<file path="config.mk">
export PLATFORM = sky130hd
export DESIGN_NAME = trace_capture_buf
export DESIGN_NICKNAME = d
export VERILOG_FILES = /design/src/rtl/tcb_pkg.sv /design/src/rtl/tcb_ram.sv /design/src/rtl/tcb_capture.sv /design/src/rtl/tcb_regs.sv /design/src/rtl/trace_capture_buf.sv
export SDC_FILE = /design/constraint.sdc
export NUM_CORES = 1
export LEC_CHECK = 0
export BUFFER_PORTS_ARGS = -buffer_cell sky130_fd_sc_hd__buf_2
export CORE_UTILIZATION = 42
export DETAILED_ROUTE_END_ITERATION = 8
export PLACE_DENSITY = 0.66
export SLEW_MARGIN = 20
export SYNTH_ARGS = -nofsm -noshare
export SYNTH_HDL_FRONTEND = slang
export SYNTH_SLANG_ARGS = --single-unit
</file>
<file path="constraint.sdc">
create_clock -name clk_i -period 5.8 [get_ports clk_i]
set_input_delay 0.58 -clock clk_i [delete_from_list [all_inputs] [get_ports clk_i]]
set_output_delay 0.58 -clock clk_i [all_outputs]
set_load 0.01 [all_outputs]
</file>
<file path="src/rtl/tcb_pkg.sv">
package tcb_pkg;

  localparam int unsigned BusW  = 32;
  localparam int unsigned RegAW = 4;

  typedef enum logic [RegAW-1:0] {
    A_CTRL  = 4'd0,
    A_STAT  = 4'd1,
    A_DEPTH = 4'd2,
    A_WIDTH = 4'd3,
    A_DATA  = 4'd4,
    A_RPTR  = 4'd5,
    A_WPTR  = 4'd6,
    A_TCNT  = 4'd7
  } reg_addr_e;

  // bit 0 = wrapped ... bit 3 = nothing pending
  typedef struct packed {
    logic drained;
    logic acq_done;
    logic triggered;
    logic wrapped;
  } stat_t;

  typedef struct packed {
    logic wide;
    logic enable;
  } ctrl_t;

endpackage

</file>
<file path="src/rtl/tcb_ram.sv">
module tcb_ram #(
  parameter int unsigned DEPTH = 16,
  parameter int unsigned WIDTH = 16,
  localparam int unsigned AW = $clog2(DEPTH)
) (
  input  logic             clk_i,
  input  logic             we_i,
  input  logic [AW-1:0]    waddr_i,
  input  logic [WIDTH-1:0] wdata_i,
  input  logic             re_i,
  input  logic [AW-1:0]    raddr_i,
  output logic [WIDTH-1:0] rdata_o
);

  logic [WIDTH-1:0] mem_q [DEPTH];
  logic [WIDTH-1:0] q_q;

  always_ff @(posedge clk_i) begin
    if (we_i) mem_q[waddr_i] <= wdata_i;
    if (re_i) q_q <= mem_q[raddr_i];
  end

  assign rdata_o = q_q;

endmodule

</file>
<file path="src/rtl/tcb_capture.sv">
module tcb_capture
  import tcb_pkg::*;
#(
  parameter int unsigned DEPTH   = 16,
  parameter int unsigned TRACE_W = 16,
  localparam int unsigned AW = $clog2(DEPTH),
  localparam int unsigned CW = AW + 1
) (
  input  logic               clk_i,
  input  logic               rst_ni,
  input  logic [TRACE_W-1:0] trace_i,
  input  logic               trace_vld_i,
  input  logic               trig_i,
  input  logic               ctrl_we_i,
  input  ctrl_t              ctrl_wdata_i,
  input  logic               wp_we_i,
  input  logic [AW-1:0]      wp_wdata_i,
  input  logic               cnt_we_i,
  input  logic [CW-1:0]      cnt_wdata_i,
  output ctrl_t              ctrl_o,
  output logic [AW-1:0]      wp_o,
  output logic [CW-1:0]      cnt_o,
  output stat_t              stat_o,
  output logic               ram_we_o,
  output logic [AW-1:0]      ram_waddr_o,
  output logic [TRACE_W-1:0] ram_wdata_o
);

  localparam int unsigned HW = TRACE_W / 2;

  function automatic logic [AW-1:0] ptr_next(input logic [AW-1:0] p);
    if (p == AW'(DEPTH - 1)) return '0;
    return p + 1'b1;
  endfunction

  function automatic logic [TRACE_W-1:0] pack_pair(input logic [HW-1:0] hi,
                                                  input logic [HW-1:0] lo);
    logic [TRACE_W-1:0] w;
    w = '0;
    w[HW-1:0]      = lo;
    w[2*HW-1:HW]   = hi;
    return w;
  endfunction

  ctrl_t          ctrl_q;
  logic [AW-1:0]  wp_q;
  logic [CW-1:0]  cnt_q;
  logic           pend_q;
  logic [HW-1:0]  hold_q;
  logic           wrapped_q, trig_q, acq_q;

  // named internal events
  logic accept_evt, cap_wr_evt, flush_evt, count_evt, acq_evt, start_evt;
  logic trig_evt, wrap_evt, ram_we;
  logic [TRACE_W-1:0] wr_word;

  assign accept_evt = ctrl_q.enable && trace_vld_i;
  assign cap_wr_evt = accept_evt && (ctrl_q.wide || pend_q);
  assign flush_evt  = !ctrl_q.enable && pend_q;
  assign ram_we     = cap_wr_evt || flush_evt;
  assign count_evt  = cap_wr_evt && trig_q;
  assign acq_evt    = count_evt && (cnt_q <= CW'(1));
  assign start_evt  = ctrl_we_i && ctrl_wdata_i.enable && !ctrl_q.enable;
  assign trig_evt   = trig_i && ctrl_q.enable;
  assign wrap_evt   = ram_we && (wp_q == AW'(DEPTH - 1));

  always_comb begin
    if (flush_evt)        wr_word = pack_pair('0, hold_q);
    else if (ctrl_q.wide) wr_word = trace_i;
    else                  wr_word = pack_pair(trace_i[HW-1:0], hold_q);
  end

  always_ff @(posedge clk_i or negedge rst_ni) begin
    if (!rst_ni) begin
      ctrl_q <= '0;
    end else if (ctrl_we_i) begin
      ctrl_q <= ctrl_wdata_i;
    end else if (acq_evt) begin
      ctrl_q.enable <= 1'b0;
    end
  end

  always_ff @(posedge clk_i or negedge rst_ni) begin
    if (!rst_ni) begin
      pend_q <= 1'b0;
      hold_q <= '0;
    end else if (accept_evt && !ctrl_q.wide) begin
      if (pend_q) begin
        pend_q <= 1'b0;
      end else begin
        pend_q <= 1'b1;
        hold_q <= trace_i[HW-1:0];
      end
    end else if (flush_evt) begin
      pend_q <= 1'b0;
    end
  end

  always_ff @(posedge clk_i or negedge rst_ni) begin
    if (!rst_ni)      wp_q <= '0;
    else if (wp_we_i) wp_q <= wp_wdata_i;
    else if (ram_we)  wp_q <= ptr_next(wp_q);
  end

  always_ff @(posedge clk_i or negedge rst_ni) begin
    if (!rst_ni)                          cnt_q <= '0;
    else if (cnt_we_i)                    cnt_q <= cnt_wdata_i;
    else if (count_evt && cnt_q != '0)    cnt_q <= cnt_q - 1'b1;
  end

  always_ff @(posedge clk_i or negedge rst_ni) begin
    if (!rst_ni) begin
      wrapped_q <= 1'b0;
      trig_q    <= 1'b0;
      acq_q     <= 1'b0;
    end else if (start_evt) begin
      wrapped_q <= 1'b0;
      trig_q    <= 1'b0;
      acq_q     <= 1'b0;
    end else begin
      if (wrap_evt) wrapped_q <= 1'b1;
      if (trig_evt) trig_q    <= 1'b1;
      if (acq_evt)  acq_q     <= 1'b1;
    end
  end

  assign ctrl_o      = ctrl_q;
  assign wp_o        = wp_q;
  assign cnt_o       = cnt_q;
  assign stat_o      = '{drained: !pend_q, acq_done: acq_q,
                         triggered: trig_q, wrapped: wrapped_q};
  assign ram_we_o    = ram_we;
  assign ram_waddr_o = wp_q;
  assign ram_wdata_o = wr_word;

  AST_WP_STEP: assert property (@(posedge clk_i) disable iff (!rst_ni)
    (ram_we && !wp_we_i) |=> (wp_q == ptr_next($past(wp_q))));
  AST_IDLE_NO_WRITE: assert property (@(posedge clk_i) disable iff (!rst_ni)
    (!ctrl_q.enable && !pend_q) |-> !ram_we_o);
  AST_FLUSH_DONE: assert property (@(posedge clk_i) disable iff (!rst_ni)
    (!ctrl_q.enable && pend_q && !ctrl_we_i) |=> stat_o.drained);
  AST_WRAP_STICKY: assert property (@(posedge clk_i) disable iff (!rst_ni)
    (wrapped_q && !start_evt) |=> wrapped_q);
  AST_ACQ_HALTS: assert property (@(posedge clk_i) disable iff (!rst_ni)
    acq_q |-> !ctrl_q.enable);
  AST_ACQ_AFTER_TRIG: assert property (@(posedge clk_i) disable iff (!rst_ni)
    acq_q |-> trig_q);
  AST_TRIG_OFF_IGNORED: assert property (@(posedge clk_i) disable iff (!rst_ni)
    (!trig_q && !ctrl_q.enable && !ctrl_we_i) |=> !trig_q);

endmodule

</file>
<file path="src/rtl/tcb_regs.sv">
module tcb_regs
  import tcb_pkg::*;
#(
  parameter int unsigned DEPTH   = 16,
  parameter int unsigned TRACE_W = 16,
  localparam int unsigned AW = $clog2(DEPTH),
  localparam int unsigned CW = AW + 1
) (
  input  logic               clk_i,
  input  logic               rst_ni,
  input  logic               reg_we_i,
  input  logic               reg_re_i,
  input  logic [RegAW-1:0]   reg_addr_i,
  input  logic [BusW-1:0]    reg_wdata_i,
  input  ctrl_t              ctrl_i,
  input  stat_t              stat_i,
  input  logic [AW-1:0]      wp_i,
  input  logic [CW-1:0]      cnt_i,
  input  logic [TRACE_W-1:0] ram_q_i,
  output logic               ctrl_we_o,
  output ctrl_t              ctrl_wdata_o,
  output logic               wp_we_o,
  output logic [AW-1:0]      wp_wdata_o,
  output logic               cnt_we_o,
  output logic [CW-1:0]      cnt_wdata_o,
  output logic               ram_re_o,
  output logic [AW-1:0]      ram_raddr_o,
  output logic [BusW-1:0]    rdata_o,
  output logic               rvalid_o
);

  function automatic logic [AW-1:0] ptr_next(input logic [AW-1:0] p);
    if (p == AW'(DEPTH - 1)) return '0;
    return p + 1'b1;
  endfunction

  logic [AW-1:0]   rp_q;
  logic [BusW-1:0] snap_q, reg_val;
  logic            sel_ram_q, rvalid_q;
  logic            rp_we, data_rd;

  assign ctrl_we_o    = reg_we_i && (reg_addr_i == A_CTRL);
  assign wp_we_o      = reg_we_i && (reg_addr_i == A_WPTR);
  assign cnt_we_o     = reg_we_i && (reg_addr_i == A_TCNT);
  assign rp_we        = reg_we_i && (reg_addr_i == A_RPTR);
  assign ctrl_wdata_o = reg_wdata_i[1:0];
  assign wp_wdata_o   = reg_wdata_i[AW-1:0];
  assign cnt_wdata_o  = reg_wdata_i[CW-1:0];
  assign data_rd      = reg_re_i && (reg_addr_i == A_DATA);

  always_ff @(posedge clk_i or negedge rst_ni) begin
    if (!rst_ni)      rp_q <= '0;
    else if (rp_we)   rp_q <= reg_wdata_i[AW-1:0];
    else if (data_rd) rp_q <= ptr_next(rp_q);
  end

  always_comb begin
    unique case (reg_addr_i)
      A_CTRL:  reg_val = BusW'(ctrl_i);
      A_STAT:  reg_val = BusW'(stat_i);
      A_DEPTH: reg_val = BusW'(DEPTH);
      A_WIDTH: reg_val = BusW'(TRACE_W);
      A_RPTR:  reg_val = BusW'(rp_q);
      A_WPTR:  reg_val = BusW'(wp_i);
      A_TCNT:  reg_val = BusW'(cnt_i);
      default: reg_val = '0;
    endcase
  end

  always_ff @(posedge clk_i or negedge rst_ni) begin
    if (!rst_ni) begin
      snap_q    <= '0;
      sel_ram_q <= 1'b0;
      rvalid_q  <= 1'b0;
    end else begin
      rvalid_q <= reg_re_i;
      if (reg_re_i) begin
        snap_q    <= reg_val;
        sel_ram_q <= data_rd;
      end
    end
  end

  assign ram_re_o    = data_rd;
  assign ram_raddr_o = rp_q;
  assign rdata_o     = sel_ram_q ? BusW'(ram_q_i) : snap_q;
  assign rvalid_o    = rvalid_q;

  AST_RP_STEP: assert property (@(posedge clk_i) disable iff (!rst_ni)
    (data_rd && !rp_we) |=> (rp_q == ptr_next($past(rp_q))));
  AST_RVALID_LAT: assert property (@(posedge clk_i) disable iff (!rst_ni)
    reg_re_i |=> rvalid_o);
  AST_RVALID_ONLY: assert property (@(posedge clk_i) disable iff (!rst_ni)
    !reg_re_i |=> !rvalid_o);

endmodule

</file>
<file path="src/rtl/trace_capture_buf.sv">
module trace_capture_buf
  import tcb_pkg::*;
#(
  parameter int unsigned DEPTH   = 16,
  parameter int unsigned TRACE_W = 16
) (
  input  logic               clk_i,
  input  logic               rst_ni,
  input  logic [TRACE_W-1:0] trace_i,
  input  logic               trace_vld_i,
  input  logic               trig_i,
  input  logic               reg_we_i,
  input  logic               reg_re_i,
  input  logic [3:0]         reg_addr_i,
  input  logic [31:0]        reg_wdata_i,
  output logic [31:0]        reg_rdata_o,
  output logic               reg_rvalid_o,
  output logic [3:0]         status_o
);

  localparam int unsigned AW = $clog2(DEPTH);
  localparam int unsigned CW = AW + 1;

  ctrl_t              ctrl, ctrl_wdata;
  stat_t              stat;
  logic               ctrl_we, wp_we, cnt_we, ram_we, ram_re;
  logic [AW-1:0]      wp, wp_wdata, ram_waddr, ram_raddr;
  logic [CW-1:0]      cnt, cnt_wdata;
  logic [TRACE_W-1:0] ram_wdata, ram_q;

  tcb_capture #(.DEPTH(DEPTH), .TRACE_W(TRACE_W)) u_cap (
    .clk_i, .rst_ni, .trace_i, .trace_vld_i, .trig_i,
    .ctrl_we_i(ctrl_we), .ctrl_wdata_i(ctrl_wdata),
    .wp_we_i(wp_we), .wp_wdata_i(wp_wdata),
    .cnt_we_i(cnt_we), .cnt_wdata_i(cnt_wdata),
    .ctrl_o(ctrl), .wp_o(wp), .cnt_o(cnt), .stat_o(stat),
    .ram_we_o(ram_we), .ram_waddr_o(ram_waddr), .ram_wdata_o(ram_wdata)
  );

  tcb_regs #(.DEPTH(DEPTH), .TRACE_W(TRACE_W)) u_regs (
    .clk_i, .rst_ni, .reg_we_i, .reg_re_i, .reg_addr_i, .reg_wdata_i,
    .ctrl_i(ctrl), .stat_i(stat), .wp_i(wp), .cnt_i(cnt), .ram_q_i(ram_q),
    .ctrl_we_o(ctrl_we), .ctrl_wdata_o(ctrl_wdata),
    .wp_we_o(wp_we), .wp_wdata_o(wp_wdata),
    .cnt_we_o(cnt_we), .cnt_wdata_o(cnt_wdata),
    .ram_re_o(ram_re), .ram_raddr_o(ram_raddr),
    .rdata_o(reg_rdata_o), .rvalid_o(reg_rvalid_o)
  );

  tcb_ram #(.DEPTH(DEPTH), .WIDTH(TRACE_W)) u_ram (
    .clk_i, .we_i(ram_we), .waddr_i(ram_waddr), .wdata_i(ram_wdata),
    .re_i(ram_re), .raddr_i(ram_raddr), .rdata_o(ram_q)
  );

  assign status_o = stat;

  AST_RESET_STATUS: assert property (@(posedge clk_i)
    $rose(rst_ni) |-> (status_o == 4'b1000));

endmodule

</file>
# Yosys cells after proc, flatten, opt, wreduce, memory -nomap -nowiden
# Memory sizes are Yosys's and may differ from the RTL's. A register that Yosys moved wholly into a read port is not among the register bits.
# Cells that the tools add are included.
# word_totals
register_bits	61
mem_bits_rw	256
in_bits	58
output_inout_bits	37
word_cells	94
memories	1
# classes
n_addsub	3
n_lt_le_gt_ge	1
eq_ne	9
mux	33
n_bitwise	1
reduce_logical	33
# mem_list
name	words	word_bits	rd	rd_ports_with_merged_regs	write_ports	line_no	rtl
u_ram.mem_q	16	16	1	1	1	tcb_ram.sv:15	logic [WIDTH-1:0] mem_q [DEPTH];
# op_table
operator	n
16-bit 2-to-1 mux	2
32-bit 2-to-1 mux	1
4-bit 2-to-1 mux	8
5-bit one-hot mux with 6 select lines	1
1-bit 2-to-1 mux	19
4-bit by 3-bit == test with 1-bit output, second input constant	4
1-bit logical AND	16
2-bit nonzero test	8
5-bit 2-to-1 mux	2
4-bit by 1-bit adder with 4-bit output, second input constant	2
4-bit by 2-bit == test with 1-bit output, second input constant	2
4-bit == test, second input constant	2
5-bit by 1-bit <= comparator with 1-bit output, second input constant	1
5-bit nonzero test	1
5-bit by 1-bit subtractor with 5-bit output, second input constant	1
4-bit by 1-bit == test with 1-bit output, second input constant	1
4-bit logical NOT	1
1-bit logical NOT	3
1-bit logical OR	2
2-bit AND reduction	1
2-bit OR reduction	1
1-bit inverter	1

# Longest topological paths before layout
# depth
depth_word	8
mapped_depth	7

# Modules after synthesis
# A second synthesis with hierarchy kept.
# hier_totals
hier_cells	707
area_unflattened_um2	12766.0
# by_module_without_submodules
module	n_inst	cells_each	area_each_um2	seq_area_each_um2
tcb_ram	1	432	10203.5	8167.8
tcb_capture	1	146	1470.2	575.6
tcb_regs	1	129	1092.3	275.3

# Worst setup path after synthesis
# Ideal clock, no wire load.
# synth_timing
path_type	input-to-reg
from	in trace_vld_i
to	mem u_ram.mem_q[0][0], enable pin
setup_time_ns	0.436
t_arrival_ns	2.682
path_slack_ns	2.682
cell_stages	3
path_buffers	0
path_cell_list	nand2b_1 -> nand2_1 -> nor4b_1
# synth_between
elab_chain_len	5
# synth_rtl
item	line_no	rtl
start, declared	trace_capture_buf.sv:10	input logic trace_vld_i,
1-bit logical AND	tcb_capture.sv:57	assign accept_evt = ctrl_q.enable && trace_vld_i;
1-bit logical AND	tcb_capture.sv:58	assign cap_wr_evt = accept_evt && (ctrl_q.wide || pend_q);
1-bit logical OR	tcb_capture.sv:60	assign ram_we = cap_wr_evt || flush_evt;
1-bit 2-to-1 mux	tcb_ram.sv:19	if (we_i) mem_q[waddr_i] <= wdata_i;
1-bit 2-to-1 mux (implied by the code)	tcb_ram.sv:19	
end, declared	tcb_ram.sv:15	
# Every way passes these cells.

# Final worst setup path
# layout_timing
from	reg u_cap.ctrl_q (netlist bit u_cap.ctrl_o[1])
to	mem u_ram.mem_q[9][2], enable pin
# layout_between
elab_chain_len	5
# layout_rtl
item	line_no	rtl
start, declared	tcb_capture.sv:45	ctrl_t ctrl_q;
start signal, assigned	tcb_capture.sv:77	ctrl_q <= ctrl_wdata_i;
1-bit logical OR	tcb_capture.sv:58	
1-bit logical AND	tcb_capture.sv:58	
1-bit logical OR	tcb_capture.sv:60	
1-bit 2-to-1 mux	tcb_ram.sv:19	
1-bit 2-to-1 mux (implied by the code)	tcb_ram.sv:19	
# Every way passes these cells.

==> results.md <==
- Status: completed
- Final instance area: between 10000 and 15000 um^2
- Final design utilization: 0.484
- Flop-to-flop setup slack: 2.76 ns
- HP Class: input pin to async pin
- Yosys cell types: slightly above 50
- Worst stage delay on the critical path: between 0.9 and 1 ns
- Antenna diodes: 0
- Setup crit end kind: flop
- Routed WL: about 27000 um
- Maximum buffer depth of the clock tree: 3
- CP Launch Type: flop
- Placed Area: 13200 um^2
- Final period util: 0.525
- Commonest non-fill, non-tap cell in the layout: edfxtp_1
- Vias/cell: 5.50
- Mapped cell area: approximately 13000 um^2
- Filler instances: ~2400
- Global-route wire length before repair: 40400 um
- Post-CTS Hold Fix Bufs: 0
- Max Transition Viols Final: 0
- Clock sink total: just over 300
- CTS buffer count: 31
- Core area: roughly 30000 um^2
- Initial DRT Pass Iterations: 5
- DIE AREA: roughly 31000 um^2
- Initial antenna violation count: 0
- Tmin final: just over 3 ns
- Worst-Skew Late Latency: 0.57 ns
- Leak Pwr: around 5 nW
- WL/cell: 22.8 um
- Worst Path Arrival: between 3 and 4 ns
- Max VDD drop: about 0.00026 V
- Post-CTS sizing: 0
- Buf/Inv on CP: 0
- Global route total overflow: 0
- Die width: about 180 um
- Final nets: between 800 and 900
- Primary FF master, synth: edfxtp_1
- Ys Warns: 0
- Layout area overhead: 13.6%
- Syn Area/Cell: roughly 18 um^2
- CTS tree: done
- CP max stage cell: and3_1
- Slew margin rel.: 0.235
- Final setup viols: 0
- Setup Buffers After CTS: 0
- Critical path class: flop to flop
- Top Family by Delay on Critical Path: simple AND/OR/NAND/NOR gates
- Initial drt markers: between 600 and 700
- Fin Setup TNS: 0 ns
- Largest net degree at the start of global routing: 53
- Yosys reg bits: 306
- Clk_skew: ~0.026 ns
- Cell total after placement: between 1000 and 1500
- Cells after synthesis: approximately 690
- CP max FO: 16
- Max Fclk: around 330 MHz
- Hpwl dp: about 16000 um
- Reg clk slew, reported paths: around 0.07 ns
- I/O pins: 95
- Worst-path cell chain: a21o_1 > nand2_1 > nor2_1 > and3_1
- Worst Tran Pin Value: between 1 and 1.5 ns
- Initial Util: 0.426
- RSZ-0062 raised after global routing: no
- Port Buffers: 51
- # rows: 63
- CP required: between 5 and 6 ns
- DRC errors left: 0
- Sequential area share after synthesis: 0.716
- Routed Antenna Nets: 0
- Vias: roughly 6400
- Die Ht: roughly 180 um
- Commonest non-fill, non-tap cells in the layout: edfxtp_1 (272), mux4_2 (64), buf_2 (51)
- Root Buffer: clkbuf_16
- Htree depth: 1
- PwrDens: 477 nW/um^2
- Layout cell share with drive strength beyond 1: 0.272
- RD Place Congestion: 0.830
- FFs w/ async S/R, synth: 0.111
- Number of synthesized flops with an enable pin: ~270
- Final Hold Fails: 0
- Vias in the first global route: 6590
- Max Cap Viol: 0
- Total track usage: 0.178
- Post-route insts no fill: ~1200
- Pwr Total: approximately 7 mW
[worst reg2reg max path: cells and delay by family (launching register included)]
| family | cells | cell delay [ns] |
|---|---|---|
| AOI/OAI and AO/OA | 1 | 0.30 |
| DFF | 1 | 0.91 |
| and+or+nand+nor | 3 | 1.43 |
[cells in the mapped netlist (2+ instances only)]
cell type	number	area (um^2)
a21o_1	2	15.0
a21oi_1	20	100
a22oi_1	16	120
a22oi_2	2	25.0
a31oi_1	4	25.0
and2_1	13	81.3
and3_1	12	75.1
and4_1	3	26.3
buf_12	2	40.0
buf_2	10	50.1
buf_4	25	188
buf_6	2	22.5
clkbuf_1	14	52.6
dfrtp_1	34	851
edfxtp_1	272	8170
ha_1	7	87.6
inv_1	15	56.3
mux2_2	21	236
mux2i_1	13	130
mux4_2	64	1440
nand2_1	24	90.1
nand2b_1	5	31.3
nand3_1	6	30.0
nand4_1	2	12.5
nor2_1	37	139
nor2b_1	4	25.0
nor3_1	4	20.0
nor3b_1	3	22.5
nor4b_1	4	35.0
o21a_1	2	15.0
o21ai_0	9	45.0
o221ai_1	2	17.5
o22ai_1	18	113
or3_1	2	12.5
xnor2_1	4	35.0
xor2_1	2	17.5
[metal layers]
layer | wire length [um] | vias to the layer above | share of wire | track usage
li1 | - | 2859 | - | -
met3 | 1480 | 42 | 0.055 | 0.0235
met2 | 13600 | 206 | 0.51 | 0.305
met4 | 541 | 0 | 0.020 | 0.0478
met5 | 0 | - | 0 | 0
met1 | 11100 | 3328 | 0.42 | 0.240
[stage by stage]
step	setup WS (ns)	hold WS (ns)
4_1_cts	2.68	0.136
6_report	2.76	0.120
2_1_floorplan	2.68	0.284
5_1_grt	2.56	0.168
3_3_place_gp	2.85	0.484
3_5_place_dp	2.71	0.490
[registers in the layout, indices dropped and copies added (netlist names)]
| signal | flops |
|---|---|
| u_cap.ram_waddr_o | 4 |
| u_cap.ctrl_o | 2 |
| u_regs.sel_ram_q | 1 |
| u_cap.acq_q | 1 |
| u_cap.pend_q | 1 |
| u_regs.snap_q | 5 |
| u_ram.rdata_o | 16 |
| u_regs.rvalid_o | 1 |
| u_cap.hold_q | 8 |
| u_cap.cnt_o | 5 |
| u_cap.trig_q | 1 |
| u_cap.wrapped_q | 1 |
| u_regs.ram_raddr_o | 4 |
| u_ram.mem_q | 256 |
[path summary, 6_finish.rpt]
kind,startpoint,end,cells after the start
max,u_cap.ctrl_o[1],u_ram.mem_q[9][2],4
min,rst_ni,u_cap.acq_q,1
max reg2reg,u_cap.ctrl_o[1],u_ram.mem_q[9][2],4
min reg2reg,u_cap.hold_q[4],u_cap.hold_q[4],1
max in group asynchronous,rst_ni,u_regs.ram_raddr_o[1],1
min in group clk_i,reg_re_i,u_regs.rvalid_o,1
[layout make-up]
class,instances,area (um^2),share of cell area
Sequential cell,306,9020,0.631
Multi-Input combinational cell,335,3250,0.227
Clock buffer,37,798,0.0558
Tap cell,390,488,0.0341
Timing Repair Buffer,65,368,0.0257
Clock inverter,21,320,0.0224
Inverter,15,56.3,0.00394
[cell families after synthesis]
logic type      count (synthesis)  synth area share
flops                         306             0.716
simple gates                  125            0.0530
mux                            98             0.144
compound gates                 83            0.0434
buf+inv                        68            0.0325
fa+ha+maj                       7           0.00695
xor+xnor                        6           0.00417
other cells                     1          0.000298
[where the power goes]
| part | switching [mW] | internal [mW] |
|---|---|---|
| logic | 0.875 | 0.661 |
| registers | 0.253 | 2.87 |
| clock network | 0.828 | 1.34 |
Power figures use the tool's default switching activity.
